==> src/rtl/plc_pkg.sv <==
package plc_pkg;

  typedef enum logic {
    CODE_LEVEL  = 1'b0,
    CODE_PULSED = 1'b1
  } code_e;

  // bit being sent in the current window
  typedef struct packed {
    logic active;   // tx_en seen at the window start
    logic bit_val;  // bit sent, 1 when idle
  } tx_slot_t;

endpackage

==> src/rtl/plc_rst_sync.sv <==
module plc_rst_sync #(
  parameter int STAGES = 2
) (
  input  logic clk,
  input  logic rst_n,
  output logic rst_n_sync
);

  logic [STAGES-1:0] chain_q;

  generate
    if (STAGES == 1) begin : g_one
      always_ff @(posedge clk or negedge rst_n) begin
        if (!rst_n) chain_q <= '0;
        else        chain_q <= 1'b1;
      end
    end else begin : g_many
      always_ff @(posedge clk or negedge rst_n) begin
        if (!rst_n) chain_q <= '0;
        else        chain_q <= {chain_q[STAGES-2:0], 1'b1};
      end
    end
  endgenerate

  assign rst_n_sync = chain_q[STAGES-1];

endmodule

==> src/rtl/plc_tx_encoder.sv <==
module plc_tx_encoder
  import plc_pkg::*;
#(
  parameter int PULSE_TICKS = 2
) (
  input  logic     clk,
  input  logic     rst_n,
  input  code_e    code,
  input  logic     tick,
  input  logic     bit_start,
  input  logic     tx_en,
  input  logic     tx_bit,
  output logic     line_out,
  output tx_slot_t slot
);

  localparam int CNT_W = $clog2(PULSE_TICKS + 1);
  localparam logic [CNT_W-1:0] CNT_LOAD = CNT_W'(PULSE_TICKS);

  tx_slot_t         slot_q, slot_d;
  logic [CNT_W-1:0] cnt_q, cnt_d;
  logic             lvl_q, lvl_d;

  always_comb begin
    slot_d = slot_q;
    cnt_d  = cnt_q;
    lvl_d  = lvl_q;
    if (bit_start) begin
      slot_d.active  = tx_en;
      slot_d.bit_val = tx_en ? tx_bit : 1'b1;
      lvl_d          = tx_en ? tx_bit : 1'b1;
      cnt_d          = (code == CODE_PULSED && tx_en && !tx_bit) ? CNT_LOAD : '0;
    end else if (tick && cnt_q != '0) begin
      cnt_d = cnt_q - 1'b1;
    end
  end

  always_ff @(posedge clk or negedge rst_n) begin
    if (!rst_n) begin
      slot_q <= '{active: 1'b0, bit_val: 1'b1};
      cnt_q  <= '0;
      lvl_q  <= 1'b1;
    end else begin
      slot_q <= slot_d;
      cnt_q  <= cnt_d;
      lvl_q  <= lvl_d;
    end
  end

  assign line_out = (code == CODE_PULSED) ? (cnt_q == '0) : lvl_q;
  assign slot     = slot_q;

  // the pulse timer never holds more than the programmed length
  a_r2_cnt_range: assert property (@(posedge clk) disable iff (!rst_n)
    cnt_q <= CNT_LOAD);

  // in pulsed mode the line only comes back high on a tick
  a_r2_rise_on_tick: assert property (@(posedge clk) disable iff (!rst_n)
    (code == CODE_PULSED && $rose(line_out)) |-> $past(tick));

  // the line only drops right after a bit start
  a_r4_fall_at_start: assert property (@(posedge clk) disable iff (!rst_n)
    $fell(line_out) |-> $past(bit_start));

  // no low level while a recessive or idle bit is sent in pulsed mode
  a_r3_recessive_high: assert property (@(posedge clk) disable iff (!rst_n)
    (code == CODE_PULSED && slot_q.bit_val) |-> line_out);

endmodule

==> src/rtl/plc_rx_front.sv <==
module plc_rx_front
  import plc_pkg::*;
#(
  parameter int NUM_IN      = 3,
  parameter int SYNC_STAGES = 2,
  parameter int SEL_W       = (NUM_IN > 1) ? $clog2(NUM_IN) : 1
) (
  input  logic              clk,
  input  logic              rst_n,
  input  code_e             code,
  input  logic [NUM_IN-1:0] rx_in,
  input  logic [SEL_W-1:0]  in_sel,
  output logic              lvl,
  output logic              fell
);

  logic                   src;
  logic [SYNC_STAGES-1:0] sync_q;
  logic                   prev_q;

  // pulsed coding is pinned to input 0
  always_comb begin
    src = rx_in[0];
    if (code == CODE_LEVEL) begin
      for (int i = 1; i < NUM_IN; i++) begin
        if (in_sel == SEL_W'(i)) src = rx_in[i];
      end
    end
  end

  generate
    if (SYNC_STAGES == 1) begin : g_sync1
      always_ff @(posedge clk or negedge rst_n) begin
        if (!rst_n) sync_q <= '1;
        else        sync_q <= src;
      end
    end else begin : g_syncn
      always_ff @(posedge clk or negedge rst_n) begin
        if (!rst_n) sync_q <= '1;
        else        sync_q <= {sync_q[SYNC_STAGES-2:0], src};
      end
    end
  endgenerate

  always_ff @(posedge clk or negedge rst_n) begin
    if (!rst_n) prev_q <= 1'b1;
    else        prev_q <= sync_q[SYNC_STAGES-1];
  end

  assign lvl  = sync_q[SYNC_STAGES-1];
  assign fell = prev_q & ~sync_q[SYNC_STAGES-1];

  // with pulsed coding held, the first stage follows input 0 only
  a_r6_input0_only: assert property (@(posedge clk) disable iff (!rst_n)
    (code == CODE_PULSED && $past(code == CODE_PULSED)) |-> sync_q[0] == $past(rx_in[0]));

  // an edge report is a single-cycle event
  a_r5_fell_single: assert property (@(posedge clk) disable iff (!rst_n)
    fell |=> !fell);

endmodule

==> src/rtl/plc_rx_decoder.sv <==
module plc_rx_decoder
  import plc_pkg::*;
#(
  parameter int SAMPLE_TICK = 4
) (
  input  logic     clk,
  input  logic     rst_n,
  input  code_e    code,
  input  logic     tick,
  input  logic     bit_start,
  input  logic     lvl,
  input  logic     fell,
  input  tx_slot_t slot,
  output logic     rx_bit,
  output logic     rx_valid
);

  localparam int TCNT_W = $clog2(SAMPLE_TICK + 1);
  localparam logic [TCNT_W-1:0] TCNT_MAX = TCNT_W'(SAMPLE_TICK);
  localparam logic [TCNT_W-1:0] TCNT_HIT = TCNT_W'(SAMPLE_TICK - 1);

  logic              open_q, open_d;
  logic              seen_q, seen_d;
  logic [TCNT_W-1:0] tcnt_q, tcnt_d;
  logic              samp_q, samp_d;
  logic              bit_q, bit_d;
  logic              vld_q, vld_d;
  logic              pulsed_bit;

  // edge decision, or the loopback bit while sending
  assign pulsed_bit = slot.active ? slot.bit_val : ~seen_q;

  always_comb begin
    open_d = open_q;
    seen_d = seen_q | fell;
    tcnt_d = tcnt_q;
    samp_d = samp_q;
    bit_d  = bit_q;
    vld_d  = 1'b0;
    if (bit_start) begin
      open_d = 1'b1;
      seen_d = fell;
      tcnt_d = '0;
      samp_d = 1'b1;
      if (open_q) begin
        vld_d = 1'b1;
        bit_d = (code == CODE_PULSED) ? pulsed_bit : samp_q;
      end
    end else if (tick) begin
      if (tcnt_q == TCNT_HIT) samp_d = lvl;
      if (tcnt_q != TCNT_MAX) tcnt_d = tcnt_q + 1'b1;
    end
  end

  always_ff @(posedge clk or negedge rst_n) begin
    if (!rst_n) begin
      open_q <= 1'b0;
      seen_q <= 1'b0;
      tcnt_q <= '0;
      samp_q <= 1'b1;
      bit_q  <= 1'b1;
      vld_q  <= 1'b0;
    end else begin
      open_q <= open_d;
      seen_q <= seen_d;
      tcnt_q <= tcnt_d;
      samp_q <= samp_d;
      bit_q  <= bit_d;
      vld_q  <= vld_d;
    end
  end

  assign rx_bit   = bit_q;
  assign rx_valid = vld_q;

  // the valid strobe lasts one cycle
  a_r5_valid_single: assert property (@(posedge clk) disable iff (!rst_n)
    rx_valid |=> !rx_valid);

  // a result only follows a bit start
  a_r10_valid_after_start: assert property (@(posedge clk) disable iff (!rst_n)
    rx_valid |-> $past(bit_start));

  // a sending window in pulsed mode decodes to the bit it sent
  a_r7_loopback_bit: assert property (@(posedge clk) disable iff (!rst_n)
    (rx_valid && code == CODE_PULSED && $past(slot.active)) |-> rx_bit == $past(slot.bit_val));

endmodule

==> src/rtl/pulsed_line_xcvr.sv <==
module pulsed_line_xcvr
  import plc_pkg::*;
#(
  parameter int NUM_IN      = 3,
  parameter int PULSE_TICKS = 2,
  parameter int SAMPLE_TICK = 4,
  parameter int SYNC_STAGES = 2,
  parameter int RST_STAGES  = 2,
  parameter int SEL_W       = (NUM_IN > 1) ? $clog2(NUM_IN) : 1
) (
  input  logic              clk,
  input  logic              rst_n,
  input  logic              pulsed_mode,
  input  logic              tick,
  input  logic              bit_start,
  input  logic              tx_en,
  input  logic              tx_bit,
  input  logic [NUM_IN-1:0] rx_in,
  input  logic [SEL_W-1:0]  in_sel,
  output logic              line_out,
  output logic              rx_bit,
  output logic              rx_valid,
  output logic              lb_bit
);

  logic     rst_n_int;
  code_e    code;
  tx_slot_t slot;
  logic     lvl;
  logic     fell;

  assign code = code_e'(pulsed_mode);

  plc_rst_sync #(.STAGES(RST_STAGES)) i_rst (
    .clk        (clk),
    .rst_n      (rst_n),
    .rst_n_sync (rst_n_int)
  );

  plc_tx_encoder #(.PULSE_TICKS(PULSE_TICKS)) i_enc (
    .clk       (clk),
    .rst_n     (rst_n_int),
    .code      (code),
    .tick      (tick),
    .bit_start (bit_start),
    .tx_en     (tx_en),
    .tx_bit    (tx_bit),
    .line_out  (line_out),
    .slot      (slot)
  );

  plc_rx_front #(
    .NUM_IN      (NUM_IN),
    .SYNC_STAGES (SYNC_STAGES),
    .SEL_W       (SEL_W)
  ) i_front (
    .clk    (clk),
    .rst_n  (rst_n_int),
    .code   (code),
    .rx_in  (rx_in),
    .in_sel (in_sel),
    .lvl    (lvl),
    .fell   (fell)
  );

  plc_rx_decoder #(.SAMPLE_TICK(SAMPLE_TICK)) i_dec (
    .clk       (clk),
    .rst_n     (rst_n_int),
    .code      (code),
    .tick      (tick),
    .bit_start (bit_start),
    .lvl       (lvl),
    .fell      (fell),
    .slot      (slot),
    .rx_bit    (rx_bit),
    .rx_valid  (rx_valid)
  );

  assign lb_bit = slot.bit_val;

  // coding mode changes only while nothing is being sent
  a_r9_mode_when_idle: assert property (@(posedge clk) disable iff (!rst_n_int)
    !$stable(pulsed_mode) |-> (!tx_en && !$past(tx_en)));

  // a bit start always falls on a tick
  a_r5_start_on_tick: assert property (@(posedge clk) disable iff (!rst_n_int)
    bit_start |-> tick);

  // bit starts are never back to back
  a_r5_start_spacing: assert property (@(posedge clk) disable iff (!rst_n_int)
    bit_start |=> !bit_start);

endmodule

==> config.mk <==
export PLATFORM = sky130hd
export DESIGN_NAME = pulsed_line_xcvr
export DESIGN_NICKNAME = d
export VERILOG_FILES = /design/src/rtl/plc_pkg.sv /design/src/rtl/plc_rst_sync.sv /design/src/rtl/plc_tx_encoder.sv /design/src/rtl/plc_rx_front.sv /design/src/rtl/plc_rx_decoder.sv /design/src/rtl/pulsed_line_xcvr.sv
export SDC_FILE = /design/constraint.sdc
export NUM_CORES = 1
export LEC_CHECK = 0
export BUFFER_PORTS_ARGS = -buffer_cell sky130_fd_sc_hd__buf_2
export CORE_MARGIN = 2
export CORE_UTILIZATION = 51
export DETAILED_ROUTE_END_ITERATION = 12
export PLACE_DENSITY_LB_ADDON = 0.25
export SYNTH_ARGS = -nofsm -noshare
export SYNTH_HDL_FRONTEND = slang
export SYNTH_SLANG_ARGS = --single-unit
==> constraint.sdc <==
create_clock -name clk -period 1.9 [get_ports clk]
set_clock_uncertainty 0.05 [all_clocks]
set_input_delay 0.38 -clock clk [delete_from_list [all_inputs] [get_ports clk]]
set_output_delay 0.38 -clock clk [all_outputs]
set_load 0.005 [all_outputs]
==> flow_summary.ini <==
[pwr]
p_seq_frac = 0.583
cell_internal_pwr_uw = 542
vdd_ir_drop_max_v = 0.000549
powerDensity_nw_per_um2 = 806
p_comb_frac = 0.162
clkPwrFrac = 0.255
p_sw_uw = 181
swShare = 0.250
p_leak_nw = 0.425

[critical_path]
reg2reg_depth = 4
critPathKind = flip-flop to primary output
cp-start-kind = flip-flop
crit_path_max_fanout = 2
required_ns = 1.47
worst_path_max_delay_cell = dfrtp_1
crit_chain = inv_1 > ha_1 > mux2_2 > buf_2
r2r_start = i_dec.tcnt_q[0]$_DFFE_PN0P_
rrSetupSlack_ns = 0.53
timing.critical_path.arrival_ns = 1.27
r2r_end = i_dec.tcnt_q[2]$_DFFE_PN0P_
cpPeakStageDelay_ns = 0.36
worstSetupEndpoint = line_out
startpoint = i_enc.cnt_q[0]$_DFFE_PN0P_
crit_path_end_kind = primary output

[die]
core_area_sq_um = 1450
start_util = 0.529
ios = 16
die_h_um = 42.8
die_area_sq_um = 1840
die_x_um = 42.8
core.rowCount = 14

[timing]
rsz0062_at_grt = no
timing.final.ws_setup_ns = 0.201
finalSetupViolCount = 0
period_minus_slack_ns = 1.70
finalHoldViolations = 0
slew_violations = 0
relSlewSlack = 0.624
min_period_over_period = 0.894
setup_tns_ns = 0
fmax_mhz = 589
tightest_slew_ns = 0.564

[route]
drc_errors = 0
wl_per_cell_um = 10.6
first_iter_violations = 2
ant_nets = 0
wl_um = 1100
vias = 514
viasPerCell = 4.99
first_pass_iters = 4

[grt]
antenna_found_initial = 0
grt_start_max_net_pins = 16
grt_pass1_vias = 513
grt_usage = 0.155
grt_pass1_wl_um = 2090
grt_overflow_total = 0

[yosys]
synth_area_sq_um = 769
synth-edff-count = 0
syn-num-nets = 84
synthArstFlopShare = 1.00
yosysWarnings = 0
syn_area_per_cell_sq_um = 11.3
synthCells = 68
synth_top_area_frac = 0.358
synth_area_leaders = dfrtp_1 36%, dfstp_2 20%, ha_1 6.5%
synth_seq_area_share = 0.563
synth_top_area_cell = dfrtp_1
synth_seq_cells = 17
synth_cell_types = 29
ys.flop_type = dfrtp_1

[clocking]
cts_max_path_buffers = 2
clock_sinks = 17
numCtsBuffers = 3
cts_root_buffer = clkbuf_4
postCtsSetupBuffers = 0
cts_tree = built
cts_htree_levels = 1
clock_latency_ns = 0.28
postCtsHoldBufs = 1
cts-resized-gates = 0
clk_pin_slew_ns = 0.10

[job]
drv_cap = 0

[final_layout]
multiInputGateArea_sq_um = 298
final_cell_mix = 15 x buf_2, 11 x dfrtp_1, 9 x inv_1
final_common_cell = buf_2
drive_gt1_frac = 0.368
fin_nets = 104
syn_to_final_growth_pct = 16.6
antennaDiodeCount = 0
fill_cells = 126
ff_latch_area_sq_um = 433

[placed_design]
dpl.hpwl_um = 876
port_buffers = 15
routabilityCongestion = 0.713
dp_slack_ns = 0.493

[outcome]
status = complete, no violations

[worst_hold_path]
hp-class = flip-flop to async pin
## flip-flops by register name, summed over array words and instances (netlist names)
name and flops:
i_dec.tcnt_q 3, i_enc.cnt_q 2, i_enc.slot 2, i_front.sync_q 2
i_rst.chain_q 2, i_dec.open_q 1, i_dec.rx_bit 1, i_dec.rx_valid 1
i_dec.samp_q 1, i_dec.seen_q 1, i_front.prev_q 1
## synthesized netlist by cell type, drive strengths merged (2+ instances only)
cell type and count:
nand2 3, mux2 3, o21ai 3, dfstp 6, nand2b 2, inv 9, nor2 5, ha 4
dfrtp 11, nand3b 2, a21oi 5, a21boi 2
## worst min-delay path by stage
stage,end,slack (ns),depth (start not counted)
3_5_place_dp,i_rst.chain_q[1]$_DFF_PN0_,0.12,1
4_1_cts,i_enc.cnt_q[0]$_DFFE_PN0P_,0.22,0
6_report,i_enc.cnt_q[0]$_DFFE_PN0P_,0.19,0
3_3_place_gp,i_rst.chain_q[1]$_DFF_PN0_,0.11,1
2_1_floorplan,i_rst.chain_q[0]$_DFF_PN0_,0.03,0
5_1_grt,i_enc.cnt_q[0]$_DFFE_PN0P_,0.25,0
## final cells by class
class                      instances  share of cell area
clock inverter                     1             0.00558
tap                               16              0.0223
multi-input combinational         41               0.332
timing repair buffer              16              0.0948
clock buffer                       3              0.0251
inverter                           9              0.0377
sequential                        17               0.483
## routing by layer
metal / vias up / track usage / wire [um]
met2: 11 / 0.248 / 520
met1: 238 / 0.193 / 512
met4: 0 / 0.0938 / 15
met3: 2 / 0.0255 / 46
li1: 263 / - / -
met5: - / 0 / 0
## kinds of logic after synthesis
family,Yosys count,synth area share
AO/OA/AOI/OAI,15,0.133
XOR/XNOR,1,0.0114
adder cells (fa/ha/maj),4,0.0650
buffers and inverters,10,0.0504
flip-flops,17,0.563
multiplexers,4,0.0618
other,1,0.00487
AND/OR/NAND/NOR,16,0.111
## critical path: cells and delay by family (launching register included)
family | cells | cell delay [ns]
flops | 1 | 0.36
mux | 1 | 0.26
fa+ha+maj | 1 | 0.20
buf+inv | 2 | 0.18
## per-stage QoR
stage	power (mW)	util	std cells	instance area [sq um]	hold slack, ns
after floorplan	0.504	-	68	769	0.0344
after global placement	0.541	0.591	98	860	0.113
final	0.723	0.617	103	897	0.186
after detailed placement	0.547	0.591	98	860	0.116
after global routing	0.771	0.617	103	897	0.251
after CTS	0.734	0.617	103	897	0.221
## power groups by stage
stage                     combinational, mW  sequential [mW]  clock [mW]
after global placement                0.113            0.429           0
after global routing                  0.135            0.429       0.208
final                                 0.117            0.422       0.184
after detailed placement              0.117            0.430           0
after floorplan                      0.0794            0.425           0
after CTS                             0.120            0.423       0.191
No activity file was read; power rests on OpenSTA's default activity.
